`src/rtl/tlg_pkg.sv`:
```
package tlg_pkg;

  typedef enum logic [1:0] {
    LVL_SYNC  = 2'b00,
    LVL_BLACK = 2'b01,
    LVL_WHITE = 2'b11
  } tlg_level_e;

endpackage

```
`src/rtl/tlg_out_stage.sv`:
```
module tlg_out_stage
  import tlg_pkg::*;
#(
  parameter int SAMPLE_W = 8,
  parameter logic [SAMPLE_W-1:0] SYNC_VAL  = '0,
  parameter logic [SAMPLE_W-1:0] BLACK_VAL = SAMPLE_W'(60),
  parameter logic [SAMPLE_W-1:0] WHITE_VAL = SAMPLE_W'(200)
) (
  input  logic                clk,
  input  logic                rst,
  input  logic                run,
  input  tlg_level_e          level,
  input  logic                at_start,
  input  logic [SAMPLE_W-1:0] live_video,
  output logic [1:0]          level_code,
  output logic [SAMPLE_W-1:0] video_out,
  output logic                line_start
);

  logic [SAMPLE_W-1:0] pat_sample;

  always_comb begin
    unique case (level)
      LVL_SYNC:  pat_sample = SYNC_VAL;
      LVL_WHITE: pat_sample = WHITE_VAL;
      default:   pat_sample = BLACK_VAL;
    endcase
  end

  always_ff @(posedge clk) begin
    if (rst) begin
      level_code <= LVL_BLACK;
      video_out  <= '0;
      line_start <= 1'b0;
    end else if (run) begin
      level_code <= level;
      video_out  <= pat_sample;
      line_start <= at_start;
    end else begin
      level_code <= LVL_BLACK;
      video_out  <= live_video;
      line_start <= 1'b0;
    end
  end

endmodule

```
`config.mk`:
```
export PLATFORM = sky130hd
export DESIGN_NAME = tlg_out_stage
export DESIGN_NICKNAME = d
export VERILOG_FILES = /design/src/rtl/tlg_pkg.sv /design/src/rtl/tlg_out_stage.sv
export SDC_FILE = /design/constraint.sdc
export NUM_CORES = 1
export LEC_CHECK = 0
export BUFFER_PORTS_ARGS = -buffer_cell sky130_fd_sc_hd__buf_2
export CAP_MARGIN = 25
export CORE_AREA = 2 2 39 41
export DETAILED_ROUTE_END_ITERATION = 10
export DIE_AREA = 0 0 41 43
export SLEW_MARGIN = 20
export SYNTH_ARGS = -nofsm -noshare
export SYNTH_HDL_FRONTEND = slang
export SYNTH_SLANG_ARGS = --single-unit
```
`constraint.sdc`:
```
create_clock -name clk -period 0.8 [get_ports clk]
set_clock_uncertainty 0.1 [all_clocks]
set_input_delay 0.04 -clock clk [delete_from_list [all_inputs] [get_ports clk]]
set_output_delay 0.04 -clock clk [all_outputs]
set_load 0.05 [all_outputs]
```
==> reports/results.ini, run 1 <==
[clock_tree]
cts.clk_slew.worst_paths_ns = 0.07
cts_made_buffers = 3
cts_setup_buffers = 0
cts_max_path_buffers = 2
cts-root-buf = clkbuf_4
htree_levels = 1
clkSinkCount = 11
hold_buffers = 10
cts_tree = yes

[critical_path]
slowest_stage = dfxtp_2
crit_arrival_ns = 0.74
cpPeakStageDelay_ns = 0.34
cpLargestDelayFamily = flip-flops
required_ns = 0.66
end_kind = output pin
start_kind = flop
path_buf_inv = 1
crit_fanout = 1
crit_chain = buf_8
worst-setup-path-type = reg2out

[finish]
syn_to_final_growth_pct = 99.36
final_common_cell = buf_2
layout.cells.non_filler = 92
drive_above_1_share_pct = 55.26
fin_area_um2 = 780.7
final_cell_mix = buf_2 (13), dfxtp_2 (11), dlygate4sd3_1 (10), buf_8 (10), nand2b_1 (6)
fill_cells = 125
diodes = 0
finalNetCount = 93
final_core_util_pct = 56.42

[global_route]
grt_pass1_vias = 326
grt_max_degree = 13
antenna_found_initial = 0
grt_use_total_pct = 12.08
gr-total-overflow = 0
grt_pass1_wl_um = 1338

[synth]
synth_cell_types = 12
syn_avg_cell_area_um2 = 10.31
yosys_warnings = 0
synth-seq-area-share_pct = 56.23
syn_nets = 54
netlist_area_um2 = 391.6
synth_top_cell_by_area = dfxtp_1
yosysTopAreaCellShare_pct = 56.23
synth_top_cells_by_area = dfxtp_1 (56%), nand2b_1 (9.6%), a21oi_1 (7.7%)
syn_inst = 38
yosys_register_bits = 11

[power_and_ir_drop]
p_leak_nw = 0.3604
ir_worst_vdd_mv = 0.7498
power_density_nw_per_um2 = 1677
p_total_mw = 1.309

[routing]
vias = 386
wire_per_inst_um = 10.42
via_per_inst = 4.196
wirelength_um = 959
initialDrtViolationCount = 3
ant_nets = 0
drc = 0
detail_route.first_pass.iterations = 3

[placed_design]
dpl-instance-area_um2 = 530.5
dp_hpwl_um = 596.8
gp_congestion = 0.6637
io_buffer_count = 24
place_inst = 78
place_ws_ns = -0.07432

[sta]
max_freq_mhz = 1131
setup_viol = 11
maxSlewViolCount = 0
grt_setup_unrepaired = yes
fin_ws_ns = -0.08379
tns_ns = -0.8222
hold_viol = 9
slew_headroom_pct = 88.09
whs_ns = -0.05459
worst_pin_slew_ns = 0.1786
fin_crit_ns = 0.8838
period_share_pct = 110.5

[worst_hold_path]
holdPathEnd = video_out[3]
hp-start = rst
worstHoldPathType = in2reg
holdPathStages = 2

[floorplan]
fp.dieArea_um2 = 1763
rows = 14
fp.dieW_um = 41
io_pins = 25
fp.coreArea_um2 = 1384
die_h_um = 43
initial_core_util_pct = 28.30

[job]
drv_cap = 0

[outcome]
status = complete, but fails checks
violations = hold timing, setup timing

==> logic make-up (layout without fill, tap and decap cells) <==
family,count (synthesis),after routing,synth area share [%]
AND/OR/NAND/NOR,15,15,23.64
adder cells (fa/ha/maj),2,2,6.389
AO/OA/AOI/OAI,6,6,7.668
flip-flops,11,11,56.23
buffers and inverters,4,42,6.070
==> report_power, final <==
| group | leakage (nW) | total [mW] | switching (mW) | internal [mW] |
|---|---|---|---|---|
| clock | 0.0150 | 0.371 | 0.178 | 0.193 |
| combinational | 0.252 | 0.336 | 0.171 | 0.165 |
| sequential | 0.0939 | 0.603 | 0.0185 | 0.584 |
==> worst max path at each step <==
stage / start / end / slack (ns) / cells past startpoint
after global placement: level[0] / video_out[3] / -0.07 / 5
after detailed placement: level[0] / video_out[3] / -0.07 / 5
after floorplan: level_code[0] / level_code[0] / 0.07 / 0
after global routing: video_out[0] / video_out[0] / -0.11 / 1
final: video_out[2] / video_out[2] / -0.08 / 1
after CTS: video_out[5] / video_out[5] / -0.09 / 1
==> timing repair <==
item,4_1_cts,5_1_grt
resized for setup,38,6
endpoints found under the setup margin,11,13
hold endpoints to repair,11,8
cloned,0,0
pin swaps,0,1
==> Yosys cell counts, drive strengths merged <==
library cell	count
nand2	3
and2	2
nand2b	6
a21oi	6
nor2b	1
nor3b	2
inv	2
or2b	1
buf	2
ha	2
dfxtp	11
==> layout make-up <==
type                    count  area (um2)  share of cell area [%]
inverters                   2       7.507                  0.9615
clock buffers               4       26.28                   3.365
well taps                  16       20.02                   2.564
multi-input cells          23       151.4                   19.39
flip-flops and latches     11       234.0                   29.97
repair buffers             36       341.6                   43.75
==> state kept, by name, indices dropped and copies added, names as in the netlist <==
name        count
video_out       8
line_start      1
level_code      2
==> layer usage <==
metal	GRT usage (%)	vias to the layer above	share of wire, %
met5	0	-	0
met4	12.00	0	4.2
met3	3.141	4	7.5
met2	16.88	19	49
met1	13.64	168	39
li1	-	195	-
Note: power is estimated with default switching activity, not from simulation.
==> run 2: changes to the inputs <==
--- a/config.mk
+++ b/config.mk
@@ -5,6 +5,7 @@
 export SDC_FILE = /design/constraint.sdc
 export NUM_CORES = 1
 export LEC_CHECK = 0
+export ABC_AREA = 1
 export BUFFER_PORTS_ARGS = -buffer_cell sky130_fd_sc_hd__buf_2
 export CAP_MARGIN = 25
 export CORE_AREA = 2 2 39 41
==> run 2 against run 1 <==
Compared with the run above:
- the run still ends with hold timing, setup timing left
- cell count increased by 6.5%
- core utilization decreased by 1.2 points
- clock power decreased by 2%
- largest cell class unchanged
==> reports/results.ini, run 2 <==
[outcome]
status = complete, but fails checks
violations = hold timing, setup timing

[sta]
period_share_pct = 109.0
hold_viol = 11
max_freq_mhz = 1146
grt_setup_unrepaired = yes
fin_crit_ns = 0.8723
maxSlewViolCount = 0
worst_pin_slew_ns = 0.1768
fin_ws_ns = -0.07231
tns_ns = -0.7516
slew_headroom_pct = 88.18
whs_ns = -0.06599
setup_viol = 11

[clock_tree]
cts_tree = yes
clkSinkCount = 11
cts.clk_slew.worst_paths_ns = 0.07
cts-root-buf = clkbuf_4
cts_setup_buffers = 0
cts_made_buffers = 3
htree_levels = 1
hold_buffers = 10
cts_max_path_buffers = 2

[finish]
final_core_util_pct = 55.24
fin_area_um2 = 764.5
layout.cells.non_filler = 98
top_register = video_out
drive_above_1_share_pct = 50.00
finalNetCount = 99
final_cell_mix = nand2_1 (13), buf_2 (13), dfxtp_2 (11), dlygate4sd3_1 (10), buf_8 (10)
multi_input_area_um2 = 120.1
largest_register_ffs = 8
regArea_um2 = 234.0
diodes = 0
syn_to_final_growth_pct = 106.4
fill_cells = 130
largestRegisters = video_out x8, level_code x2, line_start x1

[synth]
synth_ff_type = dfxtp_1
yosys_register_bits = 11
yosys-mux-area-fraction_pct = 0
synth_top_cells_by_area = dfxtp_1 (59%), nand2_1 (13%), inv_1 (7.1%)
syn_nets = 59
synth_compound_area_share_pct = 0
netlist_area_um2 = 370.4
syn_avg_cell_area_um2 = 8.613
synth_commonest_cells = nand2_1 (13), dfxtp_1 (11), inv_1 (7)
yosys_warnings = 0
syn_inst = 43
synth_cell_types = 8
synth_edf_count = 0
synth.most_common_cell = nand2_1
synth_top_family_by_area = simple AND/OR/NAND/NOR gates
synthAdderAreaFrac_pct = 6.757
yosys.area_share.simple_pct = 25.68
async_reset_ff_share_pct = 0
yosysTopAreaCellShare_pct = 59.46
synth_top_cell_by_area = dfxtp_1
synth-seq-area-share_pct = 59.46
synth_xor_area_share_pct = 0

[critical_path]
cpLargestDelayFamily = flip-flops
crit_chain = buf_8
slowest_stage = dfxtp_2
cpPeakStageDelay_ns = 0.33
end_kind = output pin
start_kind = flop
crit_fanout = 1
worst-setup-path-type = reg2out
crit_arrival_ns = 0.73
required_ns = 0.66
path_buf_inv = 1

[placed_design]
place_inst = 84
io_buffer_count = 24
dpl-instance-area_um2 = 518.0
gp_congestion = 0.6541
dp_hpwl_um = 605
place_ws_ns = -0.07448

[global_route]
grt_pass1_wl_um = 1366
antenna_found_initial = 0
gr-total-overflow = 0
grt_pass1_vias = 371
grt_max_degree = 8
grt_use_total_pct = 11.39

[floorplan]
io_pins = 25
rows = 14
fp.dieArea_um2 = 1763
fp.dieW_um = 41
initial_core_util_pct = 26.76
die_h_um = 43
fp.coreArea_um2 = 1384

[routing]
via_per_inst = 3.796
ant_nets = 0
detail_route.first_pass.iterations = 3
vias = 372
initialDrtViolationCount = 4
wire_per_inst_um = 9.020
wirelength_um = 884
drc = 0

[power_and_ir_drop]
power_density_nw_per_um2 = 1710
p_total_mw = 1.307
p_leak_nw = 0.4001
ir_worst_vdd_mv = 0.6173

[job]
drv_cap = 0

[worst_hold_path]
worstHoldPathType = in2reg

==> run 2: cell count changes in the layout (fill, tap and decap cells not counted), sizes merged, moves of 2 or more <==
cell    change
inv         +6
nand3       +4
nor3b       -2
nor2        +5
nand2b      -6
a21oi       -6
and2        -2
nand2      +10
==> run 2: area by class of cell <==
type                            count  area share [%]
Timing Repair Buffer               35           43.70
Inverter                            8           3.928
Sequential cell                    11           30.61
Tap cell                           16           2.619
Multi-Input combinational cell     24           15.71
Clock buffer                        4           3.437
==> run 2: logic make-up (layout without fill, tap and decap cells) <==
logic type               Yosys count  after routing
buffers and inverters              8             47
adder cells (fa/ha/maj)            2              2
AND/OR/NAND/NOR                   22             22
flip-flops                        11             11
==> run 2: where the power goes <==
| part | leakage (nW) | internal, mW | switching, mW |
|---|---|---|---|
| combinational | 0.291 | 0.159 | 0.180 |
| clock | 0.0150 | 0.192 | 0.169 |
| sequential | 0.0939 | 0.587 | 0.0197 |
==> run 2: routing by layer <==
metal	track usage, %	routed length [um]	up-vias	part of all wire, %
met5	0	0	-	0
met1	11.40	344	152	39
met2	20.63	480	15	54
li1	-	-	205	-
met4	6.000	0	0	0
met3	1.571	59	0	6.7
==> run 2: final timing paths <==
| kind | from | to | slack (ns) | cells past startpoint |
|---|---|---|---|---|
| worst max-delay path | line_start | line_start | -0.07 | 1 |
| worst min-delay path | run | level_code[0] | -0.07 | 2 |
==> run 2: what timing repair did <==
item / CTS / global route
resized for setup: 37 / 6
setup endpoints to repair: 11 / 11
endpoints found under the hold margin: 11 / 5
cloned: 0 / 0
